[config.mk]
export PLATFORM = sky130hd
export DESIGN_NAME = spi_byte_master
export DESIGN_NICKNAME = d
export VERILOG_FILES = /design/src/rtl/spi_byte_pkg.sv /design/src/rtl/spi_half_timer.sv /design/src/rtl/spi_xfer_engine.sv /design/src/rtl/spi_reg_bank.sv /design/src/rtl/spi_byte_master.sv
export SDC_FILE = /design/constraint.sdc
export NUM_CORES = 1
export LEC_CHECK = 0
export BUFFER_PORTS_ARGS = -buffer_cell sky130_fd_sc_hd__buf_4
export CAP_MARGIN = 0
export CORE_MARGIN = 2
export CORE_UTILIZATION = 30
export DETAILED_ROUTE_END_ITERATION = 8
export PLACE_DENSITY = 0.5
export SLEW_MARGIN = 30
export SYNTH_ARGS = -nofsm -noshare
export SYNTH_HDL_FRONTEND = slang
export SYNTH_HIERARCHICAL = 1
export SYNTH_SLANG_ARGS = --single-unit
[constraint.sdc]
create_clock -name clk -period 2.3 [get_ports clk]
set_clock_uncertainty 0.05 [all_clocks]
set_input_delay 0.46 -clock clk [delete_from_list [all_inputs] [get_ports clk]]
set_output_delay 0.46 -clock clk [all_outputs]
set_load 0.01 [all_outputs]
[src/rtl/spi_byte_pkg.sv]
// Package: shared register layout for the byte SPI master.
// Field positions are counted from the word's most significant bit
// (position p is word bit REG_W-1-p); word_bit() converts them.
package spi_byte_pkg;

    localparam int REG_W = 8;

    typedef enum logic [2:0] {
        ADDR_MODE = 3'd0,
        ADDR_CTRL = 3'd1,
        ADDR_STAT = 3'd2,
        ADDR_TXD  = 3'd3,
        ADDR_RXD  = 3'd4,
        ADDR_DIV  = 3'd5
    } reg_addr_e;

    // Field positions, counted from the most significant bit.
    localparam int POS_ENABLE = 0;
    localparam int POS_IDLE   = 1;
    localparam int POS_LEAD   = 2;
    localparam int POS_LSB    = 3;
    localparam int POS_LOOP   = 4;
    localparam int POS_START  = 0;
    localparam int POS_BUSY   = 0;
    localparam int POS_READY  = 1;

    typedef struct packed {
        logic enable;
        logic idle_high;
        logic lead_latch;
        logic lsb_first;
        logic loopback;
    } mode_t;

    function automatic int word_bit(input int pos);
        return REG_W - 1 - pos;
    endfunction

endpackage

[src/rtl/spi_half_timer.sv]
// Module: spi_half_timer
// Counts system cycles while run is high and pulses tick on every
// (div+1)-th cycle, which marks the end of one half bit period.
// Assumes div is held stable while run is high.
module spi_half_timer #(
    parameter int DIV_W = 8
) (
    input  logic             clk,
    input  logic             rst_n,
    input  logic             run,
    input  logic [DIV_W-1:0] div,
    output logic             tick
);

    logic [DIV_W-1:0] cnt_q;

    // Cycle counter; wraps at div and restarts from zero whenever run drops.
    always_ff @(posedge clk) begin
        if (!rst_n || !run) begin
            cnt_q <= '0;
        end else if (cnt_q == div) begin
            cnt_q <= '0;
        end else begin
            cnt_q <= cnt_q + 1'b1;
        end
    end

    assign tick = run && (cnt_q == div);

    // the counter never passes the divider during a transfer.
    a_r3_count_bound: assert property (@(posedge clk) disable iff (!rst_n)
        run |-> (cnt_q <= div));

    // after a tick, the next half period starts counting from zero.
    a_r3_restart_after_tick: assert property (@(posedge clk) disable iff (!rst_n)
        (tick && run) |=> (cnt_q == '0));

endmodule

[src/rtl/spi_xfer_engine.sv]
// Module: spi_xfer_engine
// Sequences one byte transfer: latches the settings at launch, counts
// 2*W clock edges on half-period ticks plus one trailing half period,
// drives the serial clock and output bit, and shifts in sampled bits.
// Assumes tick comes from a timer that runs while busy is high.
module spi_xfer_engine
    import spi_byte_pkg::*;
#(
    parameter int W     = 8,
    parameter int DIV_W = 8
) (
    input  logic             clk,
    input  logic             rst_n,
    input  logic             start_req,
    input  mode_t            mode,
    input  logic [W-1:0]     tx_byte,
    input  logic [DIV_W-1:0] div_in,
    input  logic             tick,
    input  logic             miso,
    output logic             busy,
    output logic [DIV_W-1:0] div_lat,
    output logic             sck,
    output logic             mosi,
    output logic             done,
    output logic [W-1:0]     rx_byte
);

    localparam int EDGES = 2 * W;
    localparam int HW    = $clog2(EDGES + 1);
    localparam int IW    = $clog2(W);

    logic           busy_q;
    logic [HW-1:0]  edges_q;
    logic           phase_q;
    logic           lat_idle, lat_lead, lat_lsb, lat_loop;
    logic [W-1:0]   tx_q;
    logic [W-1:0]   rx_q;
    logic [DIV_W-1:0] div_q;

    logic           launch, edge_now, last, sample_now;
    logic [IW-1:0]  bit_idx;
    logic           bit_out, rx_in;

    assign launch   = start_req && mode.enable && !busy_q;
    assign last     = busy_q && tick && (edges_q == HW'(EDGES));
    assign edge_now = busy_q && tick && (edges_q != HW'(EDGES));
    // The edge about to happen is number edges_q+1: odd is a leading edge.
    assign sample_now = lat_lead ? !edges_q[0] : edges_q[0];

    // Selects the bit index on the line: it advances on trailing edges
    // when latching on leading edges, and on leading edges otherwise.
    always_comb begin
        if (lat_lead) begin
            bit_idx = edges_q[IW:1];
        end else if (edges_q == '0) begin
            bit_idx = '0;
        end else begin
            bit_idx = edges_q[IW:1] - IW'(!edges_q[0]);
        end
    end

    assign bit_out = lat_lsb ? tx_q[bit_idx] : tx_q[IW'(W - 1) - bit_idx];
    assign rx_in   = lat_loop ? bit_out : miso;

    // Transfer sequencer: launch latch, edge counting, receive shifting.
    always_ff @(posedge clk) begin
        if (!rst_n) begin
            busy_q   <= 1'b0;
            edges_q  <= '0;
            phase_q  <= 1'b0;
            lat_idle <= 1'b0;
            lat_lead <= 1'b0;
            lat_lsb  <= 1'b0;
            lat_loop <= 1'b0;
            tx_q     <= '0;
            rx_q     <= '0;
            div_q    <= '0;
        end else if (launch) begin
            busy_q   <= 1'b1;
            edges_q  <= '0;
            phase_q  <= 1'b0;
            lat_idle <= mode.idle_high;
            lat_lead <= mode.lead_latch;
            lat_lsb  <= mode.lsb_first;
            lat_loop <= mode.loopback;
            tx_q     <= tx_byte;
            div_q    <= div_in;
        end else if (last) begin
            busy_q   <= 1'b0;
        end else if (edge_now) begin
            edges_q <= edges_q + 1'b1;
            phase_q <= !phase_q;
            if (sample_now) begin
                rx_q <= lat_lsb ? {rx_in, rx_q[W-1:1]} : {rx_q[W-2:0], rx_in};
            end
        end
    end

    assign busy    = busy_q;
    assign div_lat = div_q;
    assign sck     = busy_q ? (lat_idle ^ phase_q) : mode.idle_high;
    assign mosi    = busy_q ? bit_out : 1'b0;
    assign done    = last;
    assign rx_byte = rx_q;

    // a start request while busy leaves the latched byte and divider alone.
    a_r10_restart_ignored: assert property (@(posedge clk) disable iff (!rst_n)
        (busy_q && start_req) |=> ($stable(tx_q) && $stable(div_q)));

    // a start while disabled does not begin a transfer.
    a_r11_disabled_no_launch: assert property (@(posedge clk) disable iff (!rst_n)
        (!busy_q && start_req && !mode.enable) |=> !busy_q);

    // every half-period tick inside the edge window flips the clock.
    a_r3_edge_toggles: assert property (@(posedge clk) disable iff (!rst_n)
        edge_now |=> (busy_q && (sck != $past(sck))));

    // between ticks the clock holds its level during a transfer.
    a_r3_hold_between_ticks: assert property (@(posedge clk) disable iff (!rst_n)
        (busy_q && !tick) |=> (busy_q && $stable(sck)));

    // the clock is back at its idle level when the transfer ends.
    a_r4_ends_idle: assert property (@(posedge clk) disable iff (!rst_n)
        last |-> (sck == lat_idle));

    // completion ends the transfer on the next cycle.
    a_r8_done_ends_busy: assert property (@(posedge clk) disable iff (!rst_n)
        done |=> !busy_q);

endmodule

[src/rtl/spi_reg_bank.sv]
// Module: spi_reg_bank
// Register file of the SPI master: decodes single-cycle writes, serves
// combinational reads, captures the received byte, and owns the
// receive-ready flag and the completion interrupt.
// Assumes reg_wr and reg_rd are one-cycle strobes.
module spi_reg_bank
    import spi_byte_pkg::*;
#(
    parameter int DIV_W = 8
) (
    input  logic             clk,
    input  logic             rst_n,
    input  logic [2:0]       reg_addr,
    input  logic             reg_wr,
    input  logic             reg_rd,
    input  logic [REG_W-1:0] reg_wdata,
    output logic [REG_W-1:0] reg_rdata,
    input  logic             busy,
    input  logic             done,
    input  logic [REG_W-1:0] rx_byte,
    output mode_t            mode,
    output logic [REG_W-1:0] tx_byte,
    output logic [DIV_W-1:0] div,
    output logic             start_req,
    output logic             irq
);

    mode_t            mode_q;
    logic [REG_W-1:0] tx_q, rx_q;
    logic [DIV_W-1:0] div_q;
    logic             ready_q, irq_q;
    logic             rx_read;

    assign start_req = reg_wr && (reg_addr == ADDR_CTRL)
                       && reg_wdata[word_bit(POS_START)];
    assign rx_read   = reg_rd && (reg_addr == ADDR_RXD);

    // Software-visible configuration registers.
    always_ff @(posedge clk) begin
        if (!rst_n) begin
            mode_q <= '0;
            tx_q   <= '0;
            div_q  <= '0;
        end else if (reg_wr) begin
            case (reg_addr)
                ADDR_MODE: begin
                    mode_q.enable     <= reg_wdata[word_bit(POS_ENABLE)];
                    mode_q.idle_high  <= reg_wdata[word_bit(POS_IDLE)];
                    mode_q.lead_latch <= reg_wdata[word_bit(POS_LEAD)];
                    mode_q.lsb_first  <= reg_wdata[word_bit(POS_LSB)];
                    mode_q.loopback   <= reg_wdata[word_bit(POS_LOOP)];
                end
                ADDR_TXD: tx_q  <= reg_wdata;
                ADDR_DIV: div_q <= reg_wdata[DIV_W-1:0];
                default: ;
            endcase
        end
    end

    // Receive capture, ready flag (set wins over clear) and interrupt pulse.
    always_ff @(posedge clk) begin
        if (!rst_n) begin
            rx_q    <= '0;
            ready_q <= 1'b0;
            irq_q   <= 1'b0;
        end else begin
            irq_q <= done;
            if (done) begin
                rx_q    <= rx_byte;
                ready_q <= 1'b1;
            end else if (rx_read) begin
                ready_q <= 1'b0;
            end
        end
    end

    // Read data multiplexer.
    always_comb begin
        reg_rdata = '0;
        case (reg_addr)
            ADDR_MODE: begin
                reg_rdata[word_bit(POS_ENABLE)] = mode_q.enable;
                reg_rdata[word_bit(POS_IDLE)]   = mode_q.idle_high;
                reg_rdata[word_bit(POS_LEAD)]   = mode_q.lead_latch;
                reg_rdata[word_bit(POS_LSB)]    = mode_q.lsb_first;
                reg_rdata[word_bit(POS_LOOP)]   = mode_q.loopback;
            end
            ADDR_STAT: begin
                reg_rdata[word_bit(POS_BUSY)]  = busy;
                reg_rdata[word_bit(POS_READY)] = ready_q;
            end
            ADDR_TXD: reg_rdata = tx_q;
            ADDR_RXD: reg_rdata = rx_q;
            ADDR_DIV: reg_rdata[DIV_W-1:0] = div_q;
            default:  reg_rdata = '0;
        endcase
    end

    assign mode    = mode_q;
    assign tx_byte = tx_q;
    assign div     = div_q;
    assign irq     = irq_q;

    // a completion raises ready and the interrupt on the next cycle.
    a_r8_ready_on_done: assert property (@(posedge clk) disable iff (!rst_n)
        done |=> (ready_q && irq_q));

    // the interrupt is a single-cycle pulse.
    a_r8_irq_single: assert property (@(posedge clk) disable iff (!rst_n)
        irq_q |=> !irq_q);

    // reading the receive register clears ready unless a byte lands.
    a_r9_read_clears: assert property (@(posedge clk) disable iff (!rst_n)
        (rx_read && !done) |=> !ready_q);

endmodule

[src/rtl/spi_byte_master.sv]
// Module: spi_byte_master (top)
// One-byte SPI master with a simple register port: register bank,
// half-period timer and transfer engine. Chip select is low exactly
// while the engine is busy, which gives a half period of setup before
// the first edge and a half period of hold after the last one.
module spi_byte_master
    import spi_byte_pkg::*;
#(
    parameter int DIV_W = 8
) (
    input  logic             clk,
    input  logic             rst_n,
    input  logic [2:0]       reg_addr,
    input  logic             reg_wr,
    input  logic             reg_rd,
    input  logic [REG_W-1:0] reg_wdata,
    output logic [REG_W-1:0] reg_rdata,
    output logic             spi_sck,
    output logic             spi_mosi,
    input  logic             spi_miso,
    output logic             spi_cs_n,
    output logic             irq
);

    mode_t            mode;
    logic [REG_W-1:0] tx_byte, rx_byte;
    logic [DIV_W-1:0] div_reg, div_lat;
    logic             start_req, busy, done, tick;

    spi_reg_bank #(.DIV_W(DIV_W)) u_regs (
        .clk       (clk),
        .rst_n     (rst_n),
        .reg_addr  (reg_addr),
        .reg_wr    (reg_wr),
        .reg_rd    (reg_rd),
        .reg_wdata (reg_wdata),
        .reg_rdata (reg_rdata),
        .busy      (busy),
        .done      (done),
        .rx_byte   (rx_byte),
        .mode      (mode),
        .tx_byte   (tx_byte),
        .div       (div_reg),
        .start_req (start_req),
        .irq       (irq)
    );

    spi_half_timer #(.DIV_W(DIV_W)) u_timer (
        .clk   (clk),
        .rst_n (rst_n),
        .run   (busy),
        .div   (div_lat),
        .tick  (tick)
    );

    spi_xfer_engine #(.W(REG_W), .DIV_W(DIV_W)) u_engine (
        .clk       (clk),
        .rst_n     (rst_n),
        .start_req (start_req),
        .mode      (mode),
        .tx_byte   (tx_byte),
        .div_in    (div_reg),
        .tick      (tick),
        .miso      (spi_miso),
        .busy      (busy),
        .div_lat   (div_lat),
        .sck       (spi_sck),
        .mosi      (spi_mosi),
        .done      (done),
        .rx_byte   (rx_byte)
    );

    assign spi_cs_n = !busy;

    // chip select falls only after an enabled start request.
    a_r2_cs_needs_start: assert property (@(posedge clk) disable iff (!rst_n)
        $fell(spi_cs_n) |-> $past(start_req && mode.enable));

endmodule

# After elaboration in Yosys (flattened, before gate mapping)

Index checks and enable logic that the tools add are counted.

Register bits after elaboration: 74
Word-level logic and storage cells: 83
Input port bits: 16
Output and inout port bits: 12

Add/subtract/negate cells: 4
Multiplexer cells: 19
Equality and inequality tests: 8
Bitwise operators: 4
$lt $le $gt $ge: 2
Reductions and logical operators: 25

Operators by type and width:

| cell                                                | count |
|---|---|
| one-hot mux 3 bit (4 select lines)                  | 1 |
| two-way mux 1 bit                                   | 11 |
| one-hot mux 2 bit (5 select lines)                  | 1 |
| logical AND 1 bit                                   | 9 |
| one-hot mux 3 bit (3 select lines)                  | 1 |
| adder 8 x 1 -> 8 bit (second input constant)        | 1 |
| == test 8 bit                                       | 1 |
| < comparator 3 x 4 -> 1 bit (second input constant) | 2 |
| two-way mux 8 bit                                   | 1 |
| AND reduction 2 bit                                 | 4 |
| binary-select mux 1 bit (select 3 bit)              | 2 |
| == test 3 x 2 -> 1 bit (second input constant)      | 2 |
| == test 3 bit (second input constant)               | 2 |
| two-way mux 3 bit                                   | 2 |
| adder 5 x 1 -> 5 bit (second input constant)        | 1 |
| == test 5 bit (second input constant)               | 1 |
| zero test 5 bit                                     | 1 |
| != test 5 bit (second input constant)               | 1 |
| zero test 1 bit                                     | 4 |
| AND reduction 4 bit                                 | 1 |
| nonzero test 2 bit                                  | 2 |
| OR reduction 2 bit                                  | 2 |
| == test 3 x 1 -> 1 bit (second input constant)      | 1 |
| zero test 3 bit                                     | 1 |
| other kinds (5)                                     | 7 |

# Longest topological paths before layout

Gate-level depths: netlist of run 1.

Depth after elaboration: 10
Depth in mapped cells: 10
Gate-level depth less buffers: 9

# Cells and area by module

The synthesis of run 1 kept the hierarchy.

By module, submodules not included:

| module          | sequential area each (µm²) | area each (µm²) | times used | cells each |
|---|---|---|---|---|
| spi_xfer_engine | 700.7                      | 1831.8          | 1          | 213 |
| spi_reg_bank    | 620.6                      | 1456.4          | 1          | 156 |
| spi_half_timer  | 160.2                      | 470.5           | 1          | 46 |
| spi_byte_master | 0.0                        | 3.8             | 1          | 1 |

# Least setup slack after synthesis of run 1

OpenSTA, ideal clock, no wires.

Path type: reg2out
From: register u_engine.edges_q[0]
To: output spi_mosi
Buffers on the path: 0
Stages on the path, launching flop included: 10
Required time: 1.790 ns
Setup slack: -0.259 ns
Arrival: 2.049 ns
Cell sequence: dfxtp_1 > inv_1 > ha_1 > ha_1 > nor2b_1 > o311ai_1 > o21ai_1 > mux4_2 > o21ai_1 > o21ai_1

Word-level cells in the longest chain between the ends: 9
Elaborated cells between the ends (all ways): 12
Classes of those cells: add/sub: 2; mux: 8; reduce/logical: 2

RTL lines:

| item                                    | RTL line               | source |
|---|---|---|
| start: declaration                      | spi_xfer_engine.sv:33  | `logic [HW-1:0] edges_q;` |
| start signal: assignment                | spi_xfer_engine.sv:91  | `edges_q <= edges_q + 1'b1;` |
| zero test 1 bit                         | spi_xfer_engine.sv:58  | `bit_idx = edges_q[IW:1] - IW'(!edges_q[0]);` |
| subtractor 3 x 1 -> 3 bit               | spi_xfer_engine.sv:58  |  |
| two-way mux 3 bit (*)                   | spi_xfer_engine.sv:55  | `end else if (edges_q == '0) begin` |
| two-way mux 3 bit (*)                   | spi_xfer_engine.sv:53  | `if (lat_lead) begin` |
| subtractor 3 bit                        | spi_xfer_engine.sv:62  | `assign bit_out = lat_lsb ? tx_q[bit_idx] : tx_q[IW'(W - 1) - bit_idx];` |
| binary-select mux 1 bit (select 3 bit)  | spi_xfer_engine.sv:62  |  |
| two-way mux 1 bit (implied by the code) | spi_xfer_engine.sv:62  |  |
| two-way mux 1 bit (*)                   | spi_xfer_engine.sv:62  |  |
| two-way mux 1 bit (*)                   | spi_xfer_engine.sv:102 | `assign mosi = busy_q ? bit_out : 1'b0;` |
| end: declaration                        | spi_byte_master.sv:19  | `output logic spi_mosi,` |

Every way passes the cells marked *; elsewhere a longest branch is shown, timed or not. The select of a mux whose other input is x is not followed.

# Worst setup path after layout of run 1

Same ends and word-level chain as after synthesis.

==> impl_metrics.json, run 1 <==
{
  "worst_pin_slew_ps": 561,
  "max_slew_margin_pct": 62.5,
  "cp-start-kind": "register",
  "cts.htree.levels": 3,
  "antenna_cells": 0,
  "hold_class": "input pin to register",
  "period_share_pct": 122,
  "yosysSeqAreaShare_pct": 39.4,
  "yosys_warnings": 6,
  "status": "complete, but fails checks",
  "period_needed_ps": 2810,
  "vias_per_cell": 4.76,
  "grt_pass1_wl_um": 15900,
  "violations": "negative setup slack",
  "clock.fmax_mhz": 355,
  "io_pins": 28,
  "clockBufferDepth": 2,
  "wire_per_inst_um": 14.9,
  "synth_edf_count": 0,
  "synth-compound-area-share_pct": 18.8,
  "power_leakage_uw": 0.00176,
  "yosys.area.top_type": "dfxtp_1",
  "path_clk_slew_ps": 60,
  "area_growth_pct": 23.9,
  "synthMuxAreaShare_pct": 10.3,
  "tritoncts": "done",
  "ir_drop_mv": 0.322,
  "grt_setup_unrepaired": "yes",
  "cp.arrival_ps": 2300,
  "vias": 3016,
  "grt_pass1_vias": 3115,
  "drive_gt1_share_pct": 22.3,
  "synth-seq-cells": 74,
  "synth_simple_gate_area_share_pct": 20.5,
  "coreArea_um2": 12100,
  "slew_viol_final": 0,
  "synth.net_count": 436,
  "drv_cap": 0,
  "track_usage_pct": 15.2,
  "grt_start_max_net_pins": 33,
  "syn_avg_cell_area_um2": 9.04,
  "final_util_pct": 38.5,
  "ys_types": 58,
  "fp-row-count": 40,
  "start_util_pct": 31.1,
  "setup_violations": 2,
  "dp_hpwl_um": 7030,
  "worst_skew_pair.late_latency_ps": 330,
  "fin_nets": 481,
  "synth.area.top_cells": "dfxtp_1 39%, nand2_1 9.1%, mux2i_1 8.5%",
  "cp-end-kind": "output pin",
  "gr-total-overflow": 0,
  "synth_top_flop_cell": "dfxtp_1",
  "dieWidth_um": 116,
  "syn_area_um2": 3760,
  "p_total_uw": 2790,
  "antenna_found_initial": 0,
  "yosys.area_share.adder_pct": 1.33,
  "ant_nets": 0,
  "synth_async_sr_flop_share_pct": 0,
  "nFillCells": 1275,
  "power.density_nw_per_um2": 598,
  "numPortBuffers": 27,
  "cts_root_buf": "clkbuf_16",
  "finalSetupTns_ps": -535,
  "cts_inserted_buffers": 9,
  "synth_top_family_by_area": "simple AND/OR/NAND/NOR gates",
  "holdBufCountCts": 0,
  "drt_iter0_drc": 104,
  "setup_ws_ps": -514,
  "drtPass1Iterations": 4,
  "path_class": "register to output pin",
  "place_ws_ps": -247,
  "place.gp.congestion": 0.796,
  "finalHoldViolations": 0,
  "die_area_um2": 13500,
  "cp_max_fo": 4,
  "die_h_um": 116,
  "routed_wl_um": 9460,
  "critical_path_required_ps": 1790,
  "drc": 0,
  "synthCells": 416,
  "synth_top_cell_area_share_pct": 39.4,
  "synth_xor_xnor_area_share_pct": 4.86,
  "cts_sinks": 74
}
[worst max-delay path: stages (launching register included)]
cell and delay [ps]:
dfxtp_2 320, inv_2 60, ha_4 160, or4b_4 480, o211ai_4 250, mux2i_1 270
a22oi_2 130, o21ai_4 90, o21ai_2 60, buf_4 140
[cell usage in the layout (no fill, tap or decap), types with 8 or more instances in the layout]
cell type	Yosys	final
nand2_1	91	91
dfxtp_1	74	72
buf_4	0	61
a21boi_1	36	36
mux2i_1	32	32
nor2b_1	15	14
nor2_1	12	12
xor2_1	11	11
inv_1	11	9
clkbuf_16	0	9
xnor2_1	8	8
[per-layer routing]
layer / GRT usage [%] / part of all wire [%] / up-vias
met4: 4.92 / 0.64 / 0
met5: 0 / 0 / -
met2: 23.1 / 44 / 38
li1: - / - / 1539
met1: 21.3 / 52 / 1434
met3: 3.61 / 2.9 / 5
[worst paths after layout]
kind | startpoint | endpoint | slack (ps) | depth (start not counted)
worst min-delay path | reg_wdata[1] | u_regs/tx_byte[1] | 330 | 3
worst max register to register | u_engine/edges_q[0] | u_engine/rx_byte[7] | -20 | 11
worst max-delay path | u_engine/edges_q[0] | spi_mosi | -510 | 9
worst min register to register | u_regs/div[4] | u_regs/div[4] | 420 | 2
[synthesized netlist by cell type, types with 3 or more instances]
cell	number
a21oi_1	3
a21boi_1	36
or3_1	3
nand2_1	91
nand2b_1	5
clkbuf_1	17
and2_1	4
nor2b_1	15
inv_1	11
a221oi_1	3
o21bai_1	4
nand3_1	4
buf_2	6
dfxtp_1	74
o21ai_0	3
ha_1	4
o2bb2ai_1	3
xor2_1	11
a211oi_1	5
mux2i_1	32
nor2_1	12
nand4_1	4
o21ai_1	5
a22oi_1	4
o211a_1	6
o22ai_1	3
xnor2_1	8
buf_6	4
[cells by family (layout without fill, tap and decap cells)]
logic type / count (synthesis) / count (layout)
AOI/OAI and AO/OA: 90 / 90
xor gates and xnor gates: 20 / 20
adders and majority gates: 4 / 4
buffers and inverters: 39 / 89
DFF: 74 / 74
muxes: 36 / 36
and+or+nand+nor: 153 / 153
[power breakdown]
part           internal, uW  total [uW]  switching [uW]
sequential             1290        1300            6.70
clock                   837        1380             545
combinational          50.0         111            61.2
total                  2180        2790             613
[what timing repair did]
| action | in CTS | in global routing |
|---|---|---|
| gates resized for setup | 6 | 3 |
| pin swaps | 3 | 1 |
| setup buffers | 2 | 1 |
| setup endpoints to repair | 1 | 2 |
| gates cloned | 0 | 0 |
[cell type report]
cell class,instances,area [um^2],share of cell area (%)
Tap cell,168,210,4.51
Sequential cell,74,1480,31.8
Multi-Input combinational cell,303,2170,46.6
Clock inverter,7,68.8,1.48
Timing Repair Buffer,61,458,9.82
Clock buffer,9,225,4.83
Inverter,12,45.0,0.966
[stage by stage]
step	cell area, um^2	std cells	hold WS (ps)
floorplan	3790	416	390
global placement	4290	615	408
detailed placement	4290	615	410
CTS	4640	633	319
global route	4660	634	332
finish	4660	634	332
No activity file was read; power rests on OpenSTA's default activity.
==> inputs of run 2 (changes only) <==
--- a/config.mk
+++ b/config.mk
@@ -10,7 +10,6 @@
 export CORE_MARGIN = 2
 export CORE_UTILIZATION = 30
 export DETAILED_ROUTE_END_ITERATION = 8
-export PLACE_DENSITY = 0.5
 export SLEW_MARGIN = 30
 export SYNTH_ARGS = -nofsm -noshare
 export SYNTH_HDL_FRONTEND = slang
==> constraint.sdc (replaced) <==
create_clock -name clk -period 2.3 [get_ports clk]
set_clock_uncertainty 0.05 [all_clocks]
set_input_delay 0.345 -clock clk [delete_from_list [all_inputs] [get_ports clk]]
set_output_delay 0.345 -clock clk [all_outputs]
set_load 0.01 [all_outputs]
==> run 2 against run 1 <==
- the flow still finishes with violations (negative setup slack)
- register-to-register slack improved by 150 ps
- final area down 1.3%
- first-iteration DRC count grew 54%
- die area did not move
- worst setup slack improved by 100 ps
- critical path depth did not move
- total power decreased by 1.0%
- cell count decreased by 1.1%
==> impl_metrics.json, run 2 (synthesized netlist as in run 1, its figures left out) <==
{
  "cp_top_family": "compound AO/OA/AOI/OAI gates",
  "dieWidth_um": 116,
  "status": "complete, but fails checks",
  "vias": 2999,
  "final_cell_mix": "91 x nand2_1, 72 x dfxtp_1, 55 x buf_4",
  "drc": 0,
  "setup_ws_ps": -410,
  "violations": "negative setup slack",
  "cts_sinks": 74,
  "clockBufferDepth": 2,
  "fin_nets": 475,
  "drtPass1Iterations": 4,
  "timing.rr.end": "u_engine/rx_byte[7]",
  "wire_per_inst_um": 14.2,
  "antenna_cells": 0,
  "holdBufCountCts": 0,
  "power.density_nw_per_um2": 600,
  "grt_start_max_net_pins": 39,
  "area_growth_pct": 22.3,
  "period_needed_ps": 2710,
  "path_clk_slew_ps": 60,
  "finalHoldViolations": 0,
  "cts.htree.levels": 3,
  "antenna_found_initial": 0,
  "grt_pass1_wl_um": 15000,
  "start_util_pct": 31.1,
  "finalSetupTns_ps": -410,
  "drv_cap": 0,
  "ant_nets": 0,
  "final_util_pct": 38.0,
  "vias_per_cell": 4.78,
  "power_leakage_uw": 0.00173,
  "layout_commonest_cell": "nand2_1",
  "cp-start-kind": "register",
  "drive_gt1_share_pct": 20.7,
  "ir_drop_mv": 0.384,
  "coreArea_um2": 12100,
  "r2r_start": "u_engine/edges_q[0]",
  "setup_violations": 1,
  "r2r_setup_slack_ps": 130,
  "p_total_uw": 2760,
  "fp-row-count": 40,
  "critPathBufInv": 2,
  "max_stage_delay_ps": 490,
  "cp.arrival_ps": 2310,
  "clock.fmax_mhz": 369,
  "reg2reg_depth": 10,
  "cts_root_buf": "clkbuf_16",
  "cp_num_cells": 9,
  "multi_input_area_um2": 2160,
  "numPortBuffers": 27,
  "path_class": "register to output pin",
  "cp_slowest_cell": "or4b_4",
  "drt_iter0_drc": 160,
  "worst_pin_slew_ps": 499,
  "place.gp.congestion": 0.833,
  "grt_pass1_vias": 2952,
  "nFillCells": 1284,
  "io_pins": 28,
  "hold_class": "input pin to register",
  "grt_setup_unrepaired": "yes",
  "cp_max_fo": 4,
  "worst_skew_pair.late_latency_ps": 330,
  "dp_hpwl_um": 6680,
  "worstPathCellList": "inv_2 -> ha_4 -> or4b_4 -> o211ai_4 -> mux2i_2 -> a22oi_2 -> o2111ai_2 -> o21ai_2 -> buf_4",
  "seqCellArea_um2": 1480,
  "setup.worst_path.end": "spi_mosi",
  "cts_inserted_buffers": 9,
  "die_area_um2": 13500,
  "place_ws_ps": -147,
  "critical_path_required_ps": 1900,
  "cp-end-kind": "output pin",
  "max_slew_margin_pct": 66.6,
  "holdWs_ps": 223,
  "slew_viol_final": 0,
  "track_usage_pct": 14.4,
  "period_share_pct": 118,
  "gr-total-overflow": 0,
  "routed_wl_um": 8890,
  "crit_start": "u_engine/edges_q[0]",
  "die_h_um": 116,
  "tritoncts": "done"
}
==> run 2: changes by cell type in the layout (fill, tap and decap cells not counted), sizes merged <==
cell and delta:
clkbuf +3, clkinv -1, inv -1, clkinvlp -2
buf -6
==> run 2: final cells by class <==
type,count,share of cell area [%]
Clock buffer,12,5.36
Tap cell,168,4.57
Multi-Input combinational cell,303,47.0
Clock inverter,3,0.870
Timing Repair Buffer,55,8.97
Sequential cell,74,32.3
Inverter,12,0.979
==> run 2: stage by stage <==
stage	cells	cell area (um^2)
3_5_place_dp	610	4260
6_report	627	4600
4_1_cts	627	4590
2_1_floorplan	416	3790
3_3_place_gp	610	4260
5_1_grt	627	4600
==> run 2: report_power, final <==
group          leakage (uW)  switching, uW  internal [uW]
logic              0.000989           58.6           49.0
clock network      0.000142            496            859
registers          0.000598           7.27           1290
==> run 2: what timing repair did <==
action / in CTS / in global routing
pin swaps: 3 / 2
endpoints found under the setup margin: 1 / 2
resized for setup: 6 / 2
buffers inserted: 2 / 0
==> run 2: worst min-delay path by stage <==
| stage | slack [ps] | end | depth (start not counted) | from |
|---|---|---|---|---|
| floorplan | 390 | u_engine/tx_q[7] | 2 | u_regs/tx_byte[7] |
| global placement | 410 | u_engine/lat_idle | 2 | u_engine/lat_idle |
| detailed placement | 410 | u_engine/div_lat[3] | 2 | u_engine/div_lat[3] |
| CTS | 210 | u_regs/tx_byte[0] | 3 | reg_wdata[0] |
| global route | 210 | u_regs/tx_byte[2] | 3 | reg_wdata[2] |
| finish | 220 | u_regs/tx_byte[2] | 3 | reg_wdata[2] |
==> run 2: tightest hold or removal path: stages <==
cell and delay, ps:
buf_4 110, nand2_1 50, a21boi_1 50
==> run 2: routing by layer <==
layer / wire [um] / vias up / part of all wire (%) / track usage [%]
met5: 0 / - / 0 / 0
met4: 117 / 0 / 1.3 / 5.24
met3: 414 / 8 / 4.7 / 3.19
met2: 3790 / 62 / 43 / 21.5
met1: 4570 / 1408 / 51 / 20.4
li1: - / 1521 / - / -
